===== config.mk =====
export PLATFORM = sky130hd
export DESIGN_NAME = ps2_dev_tx
export DESIGN_NICKNAME = d
export VERILOG_FILES = /design/src/rtl/ps2tx_pkg.sv /design/src/rtl/ps2tx_tick.sv /design/src/rtl/ps2tx_fifo.sv /design/src/rtl/ps2tx_frame.sv /design/src/rtl/ps2_dev_tx.sv
export SDC_FILE = /design/constraint.sdc
export NUM_CORES = 1
export LEC_CHECK = 0
export BUFFER_PORTS_ARGS = -buffer_cell sky130_fd_sc_hd__buf_2
export CAP_MARGIN = 20
export CORE_MARGIN = 1.5
export CORE_UTILIZATION = 37
export CTS_CLUSTER_SIZE = 14
export DETAILED_ROUTE_END_ITERATION = 8
export SYNTH_ARGS = -nofsm -noshare
export SYNTH_HDL_FRONTEND = slang
export SYNTH_SLANG_ARGS = --single-unit

===== constraint.sdc =====
create_clock -name clk -period 2.7 [get_ports clk]
set_input_delay 0.54 -clock clk [delete_from_list [all_inputs] [get_ports clk]]
set_output_delay 0.54 -clock clk [all_outputs]
set_load 0.05 [all_outputs]

===== src/rtl/ps2tx_pkg.sv =====
`timescale 1ns/1ps
package ps2tx_pkg;
  typedef enum logic [1:0] {
    ST_IDLE = 2'd0,
    ST_HIGH = 2'd1,
    ST_LOW  = 2'd2
  } tx_state_t;

  localparam int FRAME_BITS = 11;

  function automatic logic [FRAME_BITS-1:0] build_frame(input logic [7:0] b);
    return {1'b1, ~^b, b, 1'b0};
  endfunction
endpackage


===== src/rtl/ps2tx_tick.sv =====
`timescale 1ns/1ps
module ps2tx_tick #(
  parameter int CLKS_PER_US = 125
) (
  input  logic clk,
  input  logic rst,
  output logic tick
);
  localparam int CW = $clog2(CLKS_PER_US + 1);
  localparam logic [CW-1:0] LAST = CW'(CLKS_PER_US - 1);

  logic [CW-1:0] cnt;

  always_ff @(posedge clk) begin
    if (rst) begin
      cnt  <= '0;
      tick <= 1'b0;
    end else if (cnt == LAST) begin
      cnt  <= '0;
      tick <= 1'b1;
    end else begin
      cnt  <= cnt + CW'(1);
      tick <= 1'b0;
    end
  end
endmodule


===== src/rtl/ps2tx_fifo.sv =====
`timescale 1ns/1ps
module ps2tx_fifo #(
  parameter int DEPTH = 16,
  parameter int WIDTH = 8
) (
  input  logic                    clk,
  input  logic                    rst,
  input  logic                    push,
  input  logic [WIDTH-1:0]        din,
  input  logic                    din_last,
  input  logic                    pop,
  input  logic                    rewind,
  output logic [WIDTH-1:0]        dout,
  output logic                    have_byte,
  output logic                    full,
  output logic [$clog2(DEPTH):0]  fill,
  output logic [$clog2(DEPTH):0]  rd_ptr,
  output logic [$clog2(DEPTH):0]  base_ptr
);
  localparam int AW = $clog2(DEPTH);
  localparam int PW = AW + 1;
  localparam logic [PW-1:0] DEPTH_P = PW'(DEPTH);

  logic [WIDTH:0]  mem [DEPTH];
  logic [PW-1:0]   wr;
  logic            dout_last;
  logic            accept;

  assign fill      = wr - base_ptr;
  assign full      = (fill == DEPTH_P);
  assign have_byte = (rd_ptr != wr);
  assign accept    = push && !full;
  assign {dout_last, dout} = mem[rd_ptr[AW-1:0]];

  always_ff @(posedge clk) begin
    if (accept) mem[wr[AW-1:0]] <= {din_last, din};
  end

  always_ff @(posedge clk) begin
    if (rst) begin
      wr       <= '0;
      rd_ptr   <= '0;
      base_ptr <= '0;
    end else begin
      if (accept) wr <= wr + PW'(1);
      if (rewind) begin
        rd_ptr <= base_ptr;
      end else if (pop) begin
        rd_ptr <= rd_ptr + PW'(1);
        if (dout_last) base_ptr <= rd_ptr + PW'(1);
      end
    end
  end
endmodule


===== src/rtl/ps2tx_frame.sv =====
`timescale 1ns/1ps
module ps2tx_frame
  import ps2tx_pkg::*;
#(
  parameter int HALF_US   = 40,
  parameter int CHANGE_US = 20,
  parameter int IDLE_US   = 50,
  parameter int GUARD_US  = 2
) (
  input  logic       clk,
  input  logic       rst,
  input  logic       tick,
  input  logic       clk_s,
  input  logic       dat_s,
  input  logic       have_byte,
  input  logic [7:0] byte_in,
  output logic       clk_oe,
  output logic       dat_oe,
  output logic       pop,
  output logic       rewind,
  output logic       frame_start,
  output logic       abort
);
  localparam int UW = $clog2(HALF_US + 1);
  localparam int IW = $clog2(IDLE_US + 1);
  localparam logic [UW-1:0] HALF_END = UW'(HALF_US - 1);
  localparam logic [UW-1:0] CHG_AT   = UW'(CHANGE_US - 1);
  localparam logic [UW-1:0] GUARD    = UW'(GUARD_US);
  localparam logic [IW-1:0] IDLE_MAX = IW'(IDLE_US);
  localparam logic [3:0]    LAST_BIT = 4'(FRAME_BITS - 1);

  tx_state_t             state;
  logic [UW-1:0]         us_cnt;
  logic [IW-1:0]         idle_cnt;
  logic [3:0]            bit_idx;
  logic [FRAME_BITS-1:0] shreg;

  always_ff @(posedge clk) begin
    if (rst) begin
      state       <= ST_IDLE;
      us_cnt      <= '0;
      idle_cnt    <= '0;
      bit_idx     <= '0;
      shreg       <= '1;
      clk_oe      <= 1'b0;
      dat_oe      <= 1'b0;
      pop         <= 1'b0;
      rewind      <= 1'b0;
      frame_start <= 1'b0;
      abort       <= 1'b0;
    end else begin
      pop         <= 1'b0;
      rewind      <= 1'b0;
      frame_start <= 1'b0;
      abort       <= 1'b0;
      unique case (state)
        ST_IDLE: begin
          if (!clk_s || !dat_s) begin
            idle_cnt <= '0;
          end else if (idle_cnt == IDLE_MAX && have_byte) begin
            shreg       <= build_frame(byte_in);
            bit_idx     <= '0;
            us_cnt      <= '0;
            idle_cnt    <= '0;
            frame_start <= 1'b1;
            state       <= ST_HIGH;
          end else if (tick && idle_cnt != IDLE_MAX) begin
            idle_cnt <= idle_cnt + IW'(1);
          end
        end
        ST_HIGH: begin
          if (us_cnt >= GUARD && !clk_s) begin
            abort    <= 1'b1;
            rewind   <= (bit_idx != 4'd0);
            dat_oe   <= 1'b0;
            idle_cnt <= '0;
            state    <= ST_IDLE;
          end else if (tick) begin
            if (us_cnt == HALF_END) begin
              clk_oe <= 1'b1;
              us_cnt <= '0;
              state  <= ST_LOW;
              if (bit_idx == LAST_BIT) pop <= 1'b1;
            end else begin
              if (us_cnt == CHG_AT) dat_oe <= ~shreg[0];
              us_cnt <= us_cnt + UW'(1);
            end
          end
        end
        ST_LOW: begin
          if (tick) begin
            if (us_cnt == HALF_END) begin
              clk_oe <= 1'b0;
              us_cnt <= '0;
              shreg  <= {1'b1, shreg[FRAME_BITS-1:1]};
              if (bit_idx == LAST_BIT) begin
                bit_idx <= '0;
                state   <= ST_IDLE;
              end else begin
                bit_idx <= bit_idx + 4'd1;
                state   <= ST_HIGH;
              end
            end else begin
              us_cnt <= us_cnt + UW'(1);
            end
          end
        end
        default: state <= ST_IDLE;
      endcase
    end
  end
endmodule


===== src/rtl/ps2_dev_tx.sv =====
`timescale 1ns/1ps
module ps2_dev_tx #(
  parameter int CLKS_PER_US = 125,
  parameter int FIFO_DEPTH  = 16,
  parameter int HALF_US     = 40,
  parameter int CHANGE_US   = 20,
  parameter int IDLE_US     = 50,
  parameter int GUARD_US    = 2
) (
  input  logic       clk,
  input  logic       rst,
  input  logic [7:0] tx_byte,
  input  logic       tx_push,
  input  logic       tx_last,
  input  logic       ps2_clk_in,
  input  logic       ps2_dat_in,
  output logic       ps2_clk_oe,
  output logic       ps2_dat_oe,
  output logic       fifo_full
);
  localparam int PW = $clog2(FIFO_DEPTH) + 1;

  logic [1:0]    clk_sync, dat_sync;
  logic          clk_s, dat_s, tick;
  logic          have_byte, pop, rewind, frame_start, abort;
  logic [7:0]    head_byte;
  logic [PW-1:0] fill, rd_ptr, base_ptr;

  always_ff @(posedge clk) begin
    if (rst) begin
      clk_sync <= 2'b11;
      dat_sync <= 2'b11;
    end else begin
      clk_sync <= {clk_sync[0], ps2_clk_in};
      dat_sync <= {dat_sync[0], ps2_dat_in};
    end
  end
  assign clk_s = clk_sync[1];
  assign dat_s = dat_sync[1];

  ps2tx_tick #(.CLKS_PER_US(CLKS_PER_US)) u_tick (
    .clk(clk), .rst(rst), .tick(tick)
  );

  ps2tx_fifo #(.DEPTH(FIFO_DEPTH), .WIDTH(8)) u_fifo (
    .clk(clk), .rst(rst),
    .push(tx_push), .din(tx_byte), .din_last(tx_last),
    .pop(pop), .rewind(rewind),
    .dout(head_byte), .have_byte(have_byte), .full(fifo_full),
    .fill(fill), .rd_ptr(rd_ptr), .base_ptr(base_ptr)
  );

  ps2tx_frame #(
    .HALF_US(HALF_US), .CHANGE_US(CHANGE_US),
    .IDLE_US(IDLE_US), .GUARD_US(GUARD_US)
  ) u_frame (
    .clk(clk), .rst(rst), .tick(tick),
    .clk_s(clk_s), .dat_s(dat_s),
    .have_byte(have_byte), .byte_in(head_byte),
    .clk_oe(ps2_clk_oe), .dat_oe(ps2_dat_oe),
    .pop(pop), .rewind(rewind),
    .frame_start(frame_start), .abort(abort)
  );
endmodule


; Word-level counts from Yosys, hierarchy flattened
; Memories as Yosys holds them, arrays and structs flattened. A register that Yosys moved wholly into a read port is not among the register bits.
; Cells that the tools add are included.
[classes]
eq_ne = 22
bitwise_logic = 6
mux = 49
addsub = 7
reduce_logical = 28
order_cmp = 1
[ops]
columns = operator, n
row1 = 2-to-1 mux 6 bit, 9
row2 = 2-to-1 mux 11 bit, 4
row3 = 2-to-1 mux 4 bit, 7
row4 = one-hot mux 11 bit (2 select lines), 1
row5 = one-hot mux 6 bit (3 select lines), 1
row6 = 2-to-1 mux 1 bit, 14
row7 = 2-to-1 mux 2 bit, 7
row8 = "adder 6 x 1 -> 6 bit, second input constant", 2
row9 = "== test 6 bit, second input constant", 2
row10 = one-hot mux 6 bit (2 select lines), 1
row11 = AND reduction 6 bit, 2
row12 = nonzero test 2 bit, 6
row13 = "adder 5 x 1 -> 5 bit, second input constant", 2
row14 = 2-to-1 mux 5 bit, 2
row15 = "inequality test 2 x 1 -> 1 bit, second input constant", 5
row16 = "inequality test 2 bit, second input constant", 4
row17 = one-hot mux 4 bit (2 select lines), 1
row18 = AND reduction 4 bit, 2
row19 = XNOR reduction 8 bit, 1
row20 = "adder 7 x 1 -> 7 bit, second input constant", 1
row21 = "== test 7 bit, second input constant", 1
row22 = "== test 6 x 5 -> 1 bit, second input constant", 1
row23 = "greater-or-equal comparator 6 x 2 -> 1 bit, second input constant", 1
row24 = "inequality test 6 bit, second input constant", 1
row25 = 24 further kinds, 35
[word_totals]
memories = 1
mem_bits_rw = 144
elab_cells = 130
out_inout_bits = 3
input_bits = 14
reg_bits = 60
[mem_list]
columns = memory, words, word_bits, rd, rd_clocked_by_memory_dff, wr, line
row1 = u_fifo.mem, 16, 9, 1, 1, 1, ps2tx_fifo.sv:24  ; logic [WIDTH:0] mem [DEPTH];

; Logic depth before layout (Yosys ltp)
; Gate-level depths: netlist of the first run.
[depth]
depth_word = 6
depth_mapped = 10
ltp_nobuf = 9

; Cells and area by module
; From an unflattened synthesis of the first run, not the netlist that was laid out.
[hier_totals]
cells_unflattened = 625
area_unflattened_um2 = 9146.3
[by_module_without_submodules]
columns = module, area_per_inst_um2, seq_area_each_um2, instances, cells_per_inst
row1 = ps2tx_fifo, 6817.8, 4704.5, 1, 357
row2 = ps2tx_frame, 1900.6, 680.7, 1, 225
row3 = ps2tx_tick, 322.8, 160.2, 1, 35
row4 = ps2_dev_tx, 105.1, 80.1, 1, 8

; Worst setup path after synthesis of the first run
; No wires, ideal clock.
[synth_path]
kind = register -> register
startpoint = reg u_fifo.wr[1]
endpoint = mem u_fifo.mem[0][0] (netlist name) (enable)
path_buffers = 1
slack_ps = -251
setup_time_ps = 387
stages_incl_launch_ff = 10
t_arrival_ps = 2564
period_less_slack_ps = 2951
cell_sequence = dfxtp_1 -> ha_1 -> nor2b_1 -> o21a_1 -> o211a_1 -> o2111ai_1 -> and2_0 -> clkbuf_1 -> nand2_1 -> nor3_1
[synth_via]
elab_chain_cells = 6
[synth_lines]
columns = item, line
row1 = "start, declared", ps2tx_fifo.sv:25  ; logic [PW-1:0] wr;
row2 = "start signal, assigned", ps2tx_fifo.sv:45  ; if (accept) wr <= wr + PW'(1);
row3 = subtractor 5 bit, ps2tx_fifo.sv:29  ; assign fill = wr - base_ptr;
row4 = == test 5 bit, ps2tx_fifo.sv:30  ; assign full = (fill == DEPTH_P);
row5 = logical NOT 1 bit, ps2tx_fifo.sv:32  ; assign accept = push && !full;
row6 = logical AND 1 bit, ps2tx_fifo.sv:32
row7 = 2-to-1 mux 1 bit, ps2tx_fifo.sv:36  ; if (accept) mem[wr[AW-1:0]] <= {din_last, din};
row8 = 2-to-1 mux 1 bit (implied by the code), ps2tx_fifo.sv:36
row9 = "end, declared", ps2tx_fifo.sv:24
; Several ways; a longest one is shown, not always the timed one.

; Worst setup path in the final report of the first run
[layout_path]
startpoint = reg u_fifo.base_ptr[1]
endpoint = out fifo_full
[layout_via]
elab_chain_cells = 2
[layout_lines]
columns = item, line
row1 = "start, declared", ps2tx_fifo.sv:18  ; output logic [$clog2(DEPTH):0] base_ptr
row2 = "start signal, assigned", ps2tx_fifo.sv:50  ; if (dout_last) base_ptr <= rd_ptr + PW'(1);
row3 = subtractor 5 bit, ps2tx_fifo.sv:29
row4 = == test 5 bit, ps2tx_fifo.sv:30
row5 = "end, declared", ps2_dev_tx.sv:19  ; output logic fifo_full
; No other way between the ends.

==> impl_metrics.yaml, run 1 <==
floorplan:
  core_mm2: 0.0228
  start_util_pct: 38.1
  fp-row-count: 55
  die_x_um: 156
  ioPinCount: 17
  fp.dieArea_mm2: 0.0245
  die_y_um: 156
routing:
  vias: 5147
  drt-pass1-iter-count: 5
  wl_per_cell_um: 18.4
  ant_nets: 0
  drt-initial-drc-count: 369
  drc_errors: 0
  wl_um: 18300
  via_per_inst: 5.20
logic_synthesis:
  syn_area_mm2: 0.00872
  synth-seq-area-share_pct: 64.1
  synth_cell_types: 52
  synth_most_common_cell: "edfxtp_1"
  synth_common_cells: "edfxtp_1, dfxtp_1, nor2_1"
  async_flop_share_pct: 0
  yosys.area.top_type: "edfxtp_1"
  synth_nets: 656
  synthCells: 620
  synth_edf_count: 144
  syn-mean-instance-area_um2: 14.1
  yosysWarnings: 0
  ys_seq_elements: 207
  synth_top_area_share_pct: 49.6
  ys.flop_type: "edfxtp_1"
  synth.area.top_cells: "edfxtp_1, dfxtp_1, mux4_2"
power_and_ir_drop:
  p_per_area_mw_per_mm2: 684
  seq_power_share_pct: 50.5
  p_int_uw: 5440
  combPwrFrac_pct: 5.0
  ir_worst_vdd_uv: 571
  netSwitchingPower_uw: 1470
  switching_share_pct: 21.3
  leakagePower_uw: 0.00345
  clkPwrFrac_pct: 44.5
clock_network:
  clk_pin_slew_ps: 50
  cts-root-buf: "clkbuf_16"
  insertion_delay_ps: 530
  hold_buffers: 0
  cts.path.max_buffers: 3
  htree_levels: 1
  cts_sinks: 207
  cts_tree: "built"
  cts_made_buffers: 23
outcome:
  violations: "setup timing"
  status: "complete, but fails checks"
sta:
  setup_ws_ps: -1.20
  worst_clock_skew_ps: 29.1
  maxSlewViolCount: 0
  min_period_ps: 2700
  fin_crit_sh_pct: 100
  rsz0062_at_grt: "true"
  setup_violations: 1
  tightest_slew_ps: 869
  max-slew-margin-rel_pct: 42.1
  max_freq_mhz: 370
  final-hold-violation-count: 0
cells_and_area:
  nNetsFinal: 697
  n_antenna_cell: 0
  fin_util_pct: 44.2
  multi_input_area_mm2: 0.00295
  fillers: 2080
  fin_area_mm2: 0.0101
  layout-drive-gt1-share_pct: 19.5
  syn2layout_area_growth_pct: 15.9
  regArea_mm2: 0.00559
global_route:
  grt_use_total_pct: 15.2
  grt_pass1_vias: 5068
  overflow: 0
  grt_max_degree: 50
  antenna_found_initial: 0
  grt_pass1_wl_um: 28300
placed_design:
  port_buffers: 16
  gp_congestion: 0.809
  placed_cell_area_mm2: 0.00927
  dp_hpwl_um: 11700
worst_setup_path:
  worstPathArrival_ps: 2160
  end_kind: "output pin"
  crit_type: "register to output pin"
  path_max_fanout: 2
  cp-start-kind: "register"
  worstPathRequired_ps: 2160
hold_path:
  hp-class: "primary input to register"
job:
  cap_violations: 0
==> metal layers <==
metal	track usage [%]	vias to the layer above	wire (um)
met5	0	-	0
met4	3.45	0	319
met3	2.55	31	865
met2	25.2	123	8880
met1	20.8	2590	8190
li1	-	2403	-
==> kinds of logic (layout without fill, tap and decap cells) <==
| family | Yosys count | in the layout | synth area share [%] |
|---|---|---|---|
| fa+ha+maj | 22 | 22 | 3.16 |
| simple gates | 183 | 183 | 9.73 |
| mux | 41 | 41 | 10.4 |
| buf+inv | 52 | 109 | 2.80 |
| xor+xnor | 35 | 35 | 3.52 |
| compound gates | 80 | 80 | 6.29 |
| flops | 207 | 207 | 64.1 |
==> cell usage in the layout, fill, tap and decap left out, types with 19 or more instances in the layout <==
| cell | count |
|---|---|
| a21oi_1 | 24 |
| buf_4 | 28 |
| clkbuf_16 | 23 |
| dfxtp_1 | 60 |
| edfxtp_1 | 144 |
| ha_1 | 20 |
| inv_1 | 19 |
| mux4_2 | 28 |
| nand2_1 | 48 |
| nor2_1 | 63 |
| xnor2_1 | 21 |
==> final timing paths <==
| kind | start | to | slack [ps] | cells past startpoint |
|---|---|---|---|---|
| setup / recovery | u_fifo.base_ptr[1] | fifo_full | -1 | 8 |
| hold / removal | ps2_clk_in | clk_sync[0] | 220 | 2 |
| setup reg to reg | u_fifo.base_ptr[1] | u_fifo.mem[2][2] | 150 | 11 |
| hold reg to reg | dat_sync[0] | dat_sync[1] | 400 | 1 |
==> critical path, cell delays in order, from the launching register on <==
cell	delay [ps]
dfxtp_2	330
inv_2	50
ha_4	210
nor2b_4	120
o21a_1	210
nor4_4	260
o2111ai_2	200
inv_1	110
buf_6	160
==> through the flow <==
stage	hold WS, ps	setup TNS [ps]	total power, uW	setup WS (ps)	std cells
6_report	218	-1.20	6910	-1.20	990
5_1_grt	209	-85.5	7150	-85.5	990
4_1_cts	206	0	6970	10.1	988
3_5_place_dp	393	0	3890	35.8	947
3_3_place_gp	397	0	3880	129	947
2_1_floorplan	389	-5250	3770	-250	620
==> cell type report <==
cell class	count	area share, %
Timing Repair Buffer	47	3.38
Clock buffer	31	6.29
Clock inverter	10	1.10
Tap cell	313	3.88
Multi-Input combinational cell	361	29.2
Inverter	21	0.780
Sequential cell	207	55.3
==> power by group through the flow <==
stage,logic (uW),registers (uW),clock network (uW)
floorplan,216,3560,0
global placement,326,3550,0
finish,345,3490,3070
detailed placement,337,3560,0
CTS,341,3490,3140
global route,387,3490,3270
==> registers in the layout (all words and copies together) (netlist names), named ones only <==
register / cells
clk_sync: 2
dat_sync: 2
u_fifo.base_ptr: 5
u_fifo.mem: 144
u_fifo.rd_ptr: 5
u_fifo.wr: 5
u_frame.bit_idx: 4
u_frame.clk_oe: 1
u_frame.dat_oe: 1
u_frame.idle_cnt: 6
u_frame.pop: 1
u_frame.rewind: 1
u_frame.shreg: 10
u_frame.state: 2
u_frame.us_cnt: 6
u_tick.cnt: 7
u_tick.tick: 1
==> what timing repair did <==
item / in CTS / in global routing
pin swaps: 3 / 3
resized for setup: 8 / 10
cloned: 0 / 1
endpoints found under the setup margin: 1 / 111
buffers inserted: 1 / 1
Note: power is estimated with default switching activity, not from simulation.
==> inputs of run 2 (changes only) <==
--- a/config.mk
+++ b/config.mk
@@ -11,6 +11,7 @@
 export CORE_UTILIZATION = 37
 export CTS_CLUSTER_SIZE = 14
 export DETAILED_ROUTE_END_ITERATION = 8
+export SETUP_SLACK_MARGIN = 0.1
 export SYNTH_ARGS = -nofsm -noshare
 export SYNTH_HDL_FRONTEND = slang
 export SYNTH_SLANG_ARGS = --single-unit
==> run 2 against run 1 <==
- the run still ends with setup timing left
- sequential share of layout area is 0.23 points lower
- register-to-register slack better by 60 ps
- total power down 0.29%
- first-iteration DRC count increased by 19%
- sequential power about the same
- hold slack lost 7.4 ps
- critical endpoint unchanged
- largest cell class unchanged
==> impl_metrics.yaml, run 2 (same netlist as run 1, synthesis figures left out) <==
sta:
  tightest_slew_ps: 881
  setup_ws_ps: -22.7
  max_freq_mhz: 367
  setup_violations: 1
  fin_crit_sh_pct: 101
  maxSlewViolCount: 0
  worst_clock_skew_ps: 17.6
  min_period_ps: 2720
  tns_ps: -22.7
  rsz0062_at_grt: "true"
  final-hold-violation-count: 0
  max-slew-margin-rel_pct: 41.2
cells_and_area:
  nNetsFinal: 701
  final_common_cell: "edfxtp_1"
  final_cell_mix: "edfxtp_1, nor2_1, dfxtp_1, nand2_1, buf_4"
  fin_area_mm2: 0.0101
  syn2layout_area_growth_pct: 16.4
  n_antenna_cell: 0
  layout-drive-gt1-share_pct: 20.2
  largest_reg_flops: 144
worst_setup_path:
  r2r_cells: 12
  end_kind: "output pin"
  crit-reg2reg-launch: "u_fifo.base_ptr[1]"
  path_max_fanout: 2
  reg2reg_setup_slack_ps: 210
  worstPathArrival_ps: 2180
  cp-start-kind: "register"
  worstPathRequired_ps: 2160
  crit_type: "register to output pin"
  r2r-end: "u_fifo.mem[3][0]"
clock_network:
  hold_buffers: 0
  cts-root-buf: "clkbuf_16"
  cts_made_buffers: 23
  clk_pin_slew_ps: 50
  cts.path.max_buffers: 3
  cts_tree: "built"
  cts_sinks: 207
  insertion_delay_ps: 530
  htree_levels: 1
routing:
  drt-initial-drc-count: 438
  drc_errors: 0
  ant_nets: 0
  vias: 5157
  wl_per_cell_um: 18.4
  wl_um: 18200
  via_per_inst: 5.21
  drt-pass1-iter-count: 6
placed_design:
  port_buffers: 16
  placed_cell_area_mm2: 0.00929
  gp_congestion: 0.829
  dp_hpwl_um: 12000
power_and_ir_drop:
  leakagePower_uw: 0.00346
  ir_worst_vdd_uv: 498
  p_per_area_mw_per_mm2: 678
floorplan:
  die_y_um: 156
  die_x_um: 156
  core_mm2: 0.0228
  fp.dieArea_mm2: 0.0245
  fp-row-count: 55
  ioPinCount: 17
  start_util_pct: 38.1
global_route:
  grt_use_total_pct: 15.7
  overflow: 0
  grt_pass1_vias: 5367
  grt_max_degree: 50
  antenna_found_initial: 0
  grt_pass1_wl_um: 29400
hold_path:
  min_path_cells: 2
  min-delay-start: "ps2_clk_in"
  hold_end: "clk_sync[0]"
  hp-class: "primary input to register"
outcome:
  violations: "setup timing"
  status: "complete, but fails checks"
job:
  cap_violations: 0
## run 2: how the worst max path moves through the flow
stage,from,cells past startpoint,end
2_1_floorplan,u_fifo.wr[1],9,u_fifo.mem[4][0]
3_3_place_gp,u_fifo.base_ptr[1],10,u_fifo.mem[8][0]
3_5_place_dp,u_fifo.base_ptr[1],10,u_fifo.mem[2][8]
4_1_cts,u_fifo.base_ptr[1],9,fifo_full
5_1_grt,u_fifo.base_ptr[1],9,fifo_full
6_report,u_fifo.base_ptr[1],9,fifo_full
## run 2: what timing repair did
| item | CTS | global route |
|---|---|---|
| resized for setup | 12 | 13 |
| pin swaps | 4 | 5 |
| cloned | 0 | 1 |
| buffers inserted | 3 | 3 |
| setup endpoints to repair | 7 | 124 |
## run 2: power by group
part           total (uW)  internal [uW]  switching (uW)  leakage (uW)
combinational         349            134             215       0.00128
sequential           3490           3460            36.1       0.00181
clock                3040           1840            1210      0.000358
## run 2: area by class of cell
class	instances	area [um^2]
fill	2073	12700
sequential	207	5590
multi-input combinational	361	2960
clock buffer	29	629
tap	313	392
timing repair buffer	51	389
clock inverter	8	105
inverter	21	78.8
## run 2: metal layers
layer / global-route usage (%) / vias to the layer above / wire, um
li1: - / 2397 / -
met1: 21.8 / 2610 / 8260
met2: 25.0 / 114 / 8600
met3: 2.46 / 36 / 856
met4: 5.22 / 0 / 456
met5: 0 / - / 0
## run 2: stage by stage
stage / power, uW / worst slack (ps) / utilization, % / hold WS, ps / instances
6_report: 6890 / -22.7 / 44.4 / 210 / 990
5_1_grt: 7140 / -90.7 / 44.4 / 210 / 990
4_1_cts: 6960 / -93.7 / 44.1 / 197 / 987
3_5_place_dp: 3900 / 95.6 / 40.6 / 401 / 947
3_3_place_gp: 3880 / 181 / 40.6 / 395 / 947
2_1_floorplan: 3770 / -12.9 / - / 389 / 620
## run 2: worst max-delay path: stages, from the launching register on
cell and delay (ps):
dfxtp_2 330, inv_2 50, ha_4 210, nor2b_1 130, o21a_1 210, o211a_1 220
o2111ai_2 180, buf_4 160, inv_2 40, buf_8 140
==> inputs of run 3 (changes only) <==
--- a/config.mk
+++ b/config.mk
@@ -7,10 +7,10 @@
 export LEC_CHECK = 0
 export BUFFER_PORTS_ARGS = -buffer_cell sky130_fd_sc_hd__buf_2
 export CAP_MARGIN = 20
-export CORE_MARGIN = 1.5
 export CORE_UTILIZATION = 37
 export CTS_CLUSTER_SIZE = 14
 export DETAILED_ROUTE_END_ITERATION = 8
+export PLACE_DENSITY = 0.58
 export SETUP_SLACK_MARGIN = 0.1
 export SYNTH_ARGS = -nofsm -noshare
 export SYNTH_HDL_FRONTEND = slang
==> run 3 against run 2 <==
- the run still ends with setup timing left
- clock skew grew 5.4 ps
- first-iteration DRC count shrank 11%
- maximum frequency shrank 0.65%
- critical path type unchanged
- largest power group unchanged
- highest routed layer unchanged
==> impl_metrics.yaml, run 3 (same netlist as run 1, synthesis figures left out) <==
placed_design:
  dp_hpwl_um: 12600
  placed_cell_area_mm2: 0.00929
  port_buffers: 16
  gp_congestion: 0.828
  dp_slack_ps: 139
global_route:
  gr-usage-met1_pct: 22.5
  grt_pass1_vias: 5156
  grt_use_met2_pct: 27.0
  grt_max_degree: 40
  grt_use_total_pct: 16.2
  antenna_found_initial: 0
  grt_pass1_wl_um: 29600
  overflow: 0
  grt_use_met3_pct: 2.45
  busiest_layer: "met2"
cells_and_area:
  syn2layout_area_growth_pct: 16.0
  layout-drive-gt1-share_pct: 19.6
  multi_input_area_mm2: 0.00294
  fin_util_pct: 44.3
  final_common_cell: "edfxtp_1"
  fillers: 2068
  fin_area_mm2: 0.0101
  nNetsFinal: 699
  regArea_mm2: 0.00559
  n_antenna_cell: 0
  final_cell_mix: "edfxtp_1, nor2_1, dfxtp_1, nand2_1"
  largest_reg_flops: 144
sta:
  setup_ws_ps: -40.4
  setup_violations: 1
  fin_crit_sh_pct: 101
  hold_slack_ps: 207
  rsz0062_at_grt: "true"
  worst_clock_skew_ps: 23.0
  max-slew-margin-rel_pct: 50.5
  min_period_ps: 2740
  final-hold-violation-count: 0
  max_freq_mhz: 365
  tightest_slew_ps: 742
  maxSlewViolCount: 0
  tns_ps: -40.4
worst_setup_path:
  critPathTopFamily: "buffers and inverters"
  cpMaxStageDelayCell: "dfxtp_2"
  worstPathArrival_ps: 2200
  crit_chain: "inv_2 > ha_4 > nor2b_1 > o21a_1 > nor4_4 > o2111ai_2 > buf_4 > inv_4 > buf_8"
  worstPathRequired_ps: 2160
  end_kind: "output pin"
  worstPathBufferInverterCount: 4
  slowest_delay_ps: 320
  crit-reg2reg-launch: "u_fifo.base_ptr[1]"
  path_max_fanout: 2
  r2r_cells: 12
  r2r-end: "u_fifo.mem[3][1]"
  crit_type: "register to output pin"
  cp-start-kind: "register"
  reg2reg_setup_slack_ps: 210
floorplan:
  core_mm2: 0.0228
  ioPinCount: 17
  fp.dieArea_mm2: 0.0242
  die_y_um: 155
  start_util_pct: 38.1
  fp-row-count: 55
  die_x_um: 155
outcome:
  status: "complete, but fails checks"
  violations: "setup timing"
clock_network:
  cts-root-buf: "clkbuf_16"
  clk_pin_slew_ps: 60
  cts_sinks: 207
  htree_levels: 1
  cts.path.max_buffers: 3
  insertion_delay_ps: 530
  cts_tree: "built"
  cts_made_buffers: 23
  hold_buffers: 0
routing:
  drt-pass1-iter-count: 5
  drt-initial-drc-count: 390
  via_per_inst: 5.15
  drc_errors: 0
  wl_per_cell_um: 18.9
  vias: 5111
  wl_um: 18800
  ant_nets: 0
hold_path:
  min-delay-start: "ps2_dat_in"
  min_path_cells: 2
  hp-class: "primary input to register"
  hold_end: "dat_sync[0]"
power_and_ir_drop:
  ir_worst_vdd_uv: 538
  leakagePower_uw: 0.00344
  p_per_area_mw_per_mm2: 678
job:
  cap_violations: 0
run 3: cell types whose count changed in the layout (fill, tap and decap cells not counted), moves of 2 or more:
cell | previous run | this run
clkbuf_1 | 4 | 7
buf_4 | 30 | 28
clkinv_2 | 1 | 3
dfxtp_2 | 5 | 3
run 3: final cells by class:
type | count | share of cell area (%)
Multi-Input combinational cell | 361 | 29.1
Tap cell | 313 | 3.87
Sequential cell | 207 | 55.3
Clock buffer | 30 | 5.95
Clock inverter | 12 | 1.26
Timing Repair Buffer | 49 | 3.70
Inverter | 21 | 0.804
run 3: through the flow:
stage                     power (uW)  std cells
final                           6860        993
after global routing            7100        993
after CTS                       6940        992
after detailed placement        3900        948
after global placement          3880        948
after floorplan                 3770        620
run 3: what timing repair did:
action | CTS | global route
pin swaps | 4 | 3
endpoints found under the hold margin | 0 | 0
buffers inserted | 2 | 1
gates resized for setup | 12 | 8
endpoints found under the setup margin | 1 | 116
run 3: worst max-delay path by stage:
stage	from	end	slack, ps	cells past startpoint
6_report	u_fifo.base_ptr[1]	fifo_full	-40	9
3_5_place_dp	u_fifo.base_ptr[1]	u_fifo.mem[2][6]	140	10
3_3_place_gp	u_fifo.base_ptr[1]	u_fifo.mem[2][6]	180	10
4_1_cts	u_fifo.base_ptr[1]	fifo_full	-80	9
5_1_grt	u_fifo.base_ptr[1]	fifo_full	-160	9
2_1_floorplan	u_fifo.wr[1]	u_fifo.mem[4][0]	-10	9
run 3: power breakdown:
| group | switching [uW] | total [uW] | internal, uW |
|---|---|---|---|
| combinational | 212 | 345 | 133 |
| sequential | 36.8 | 3490 | 3460 |
| clock | 1240 | 3020 | 1780 |
| total | 1490 | 6860 | 5370 |
run 3: layer usage:
| layer | vias up | share of wire [%] |
|---|---|---|
| met3 | 24 | 4.7 |
| met1 | 2545 | 45 |
| met5 | - | 0 |
| li1 | 2412 | - |
| met2 | 130 | 48 |
| met4 | 0 | 1.7 |
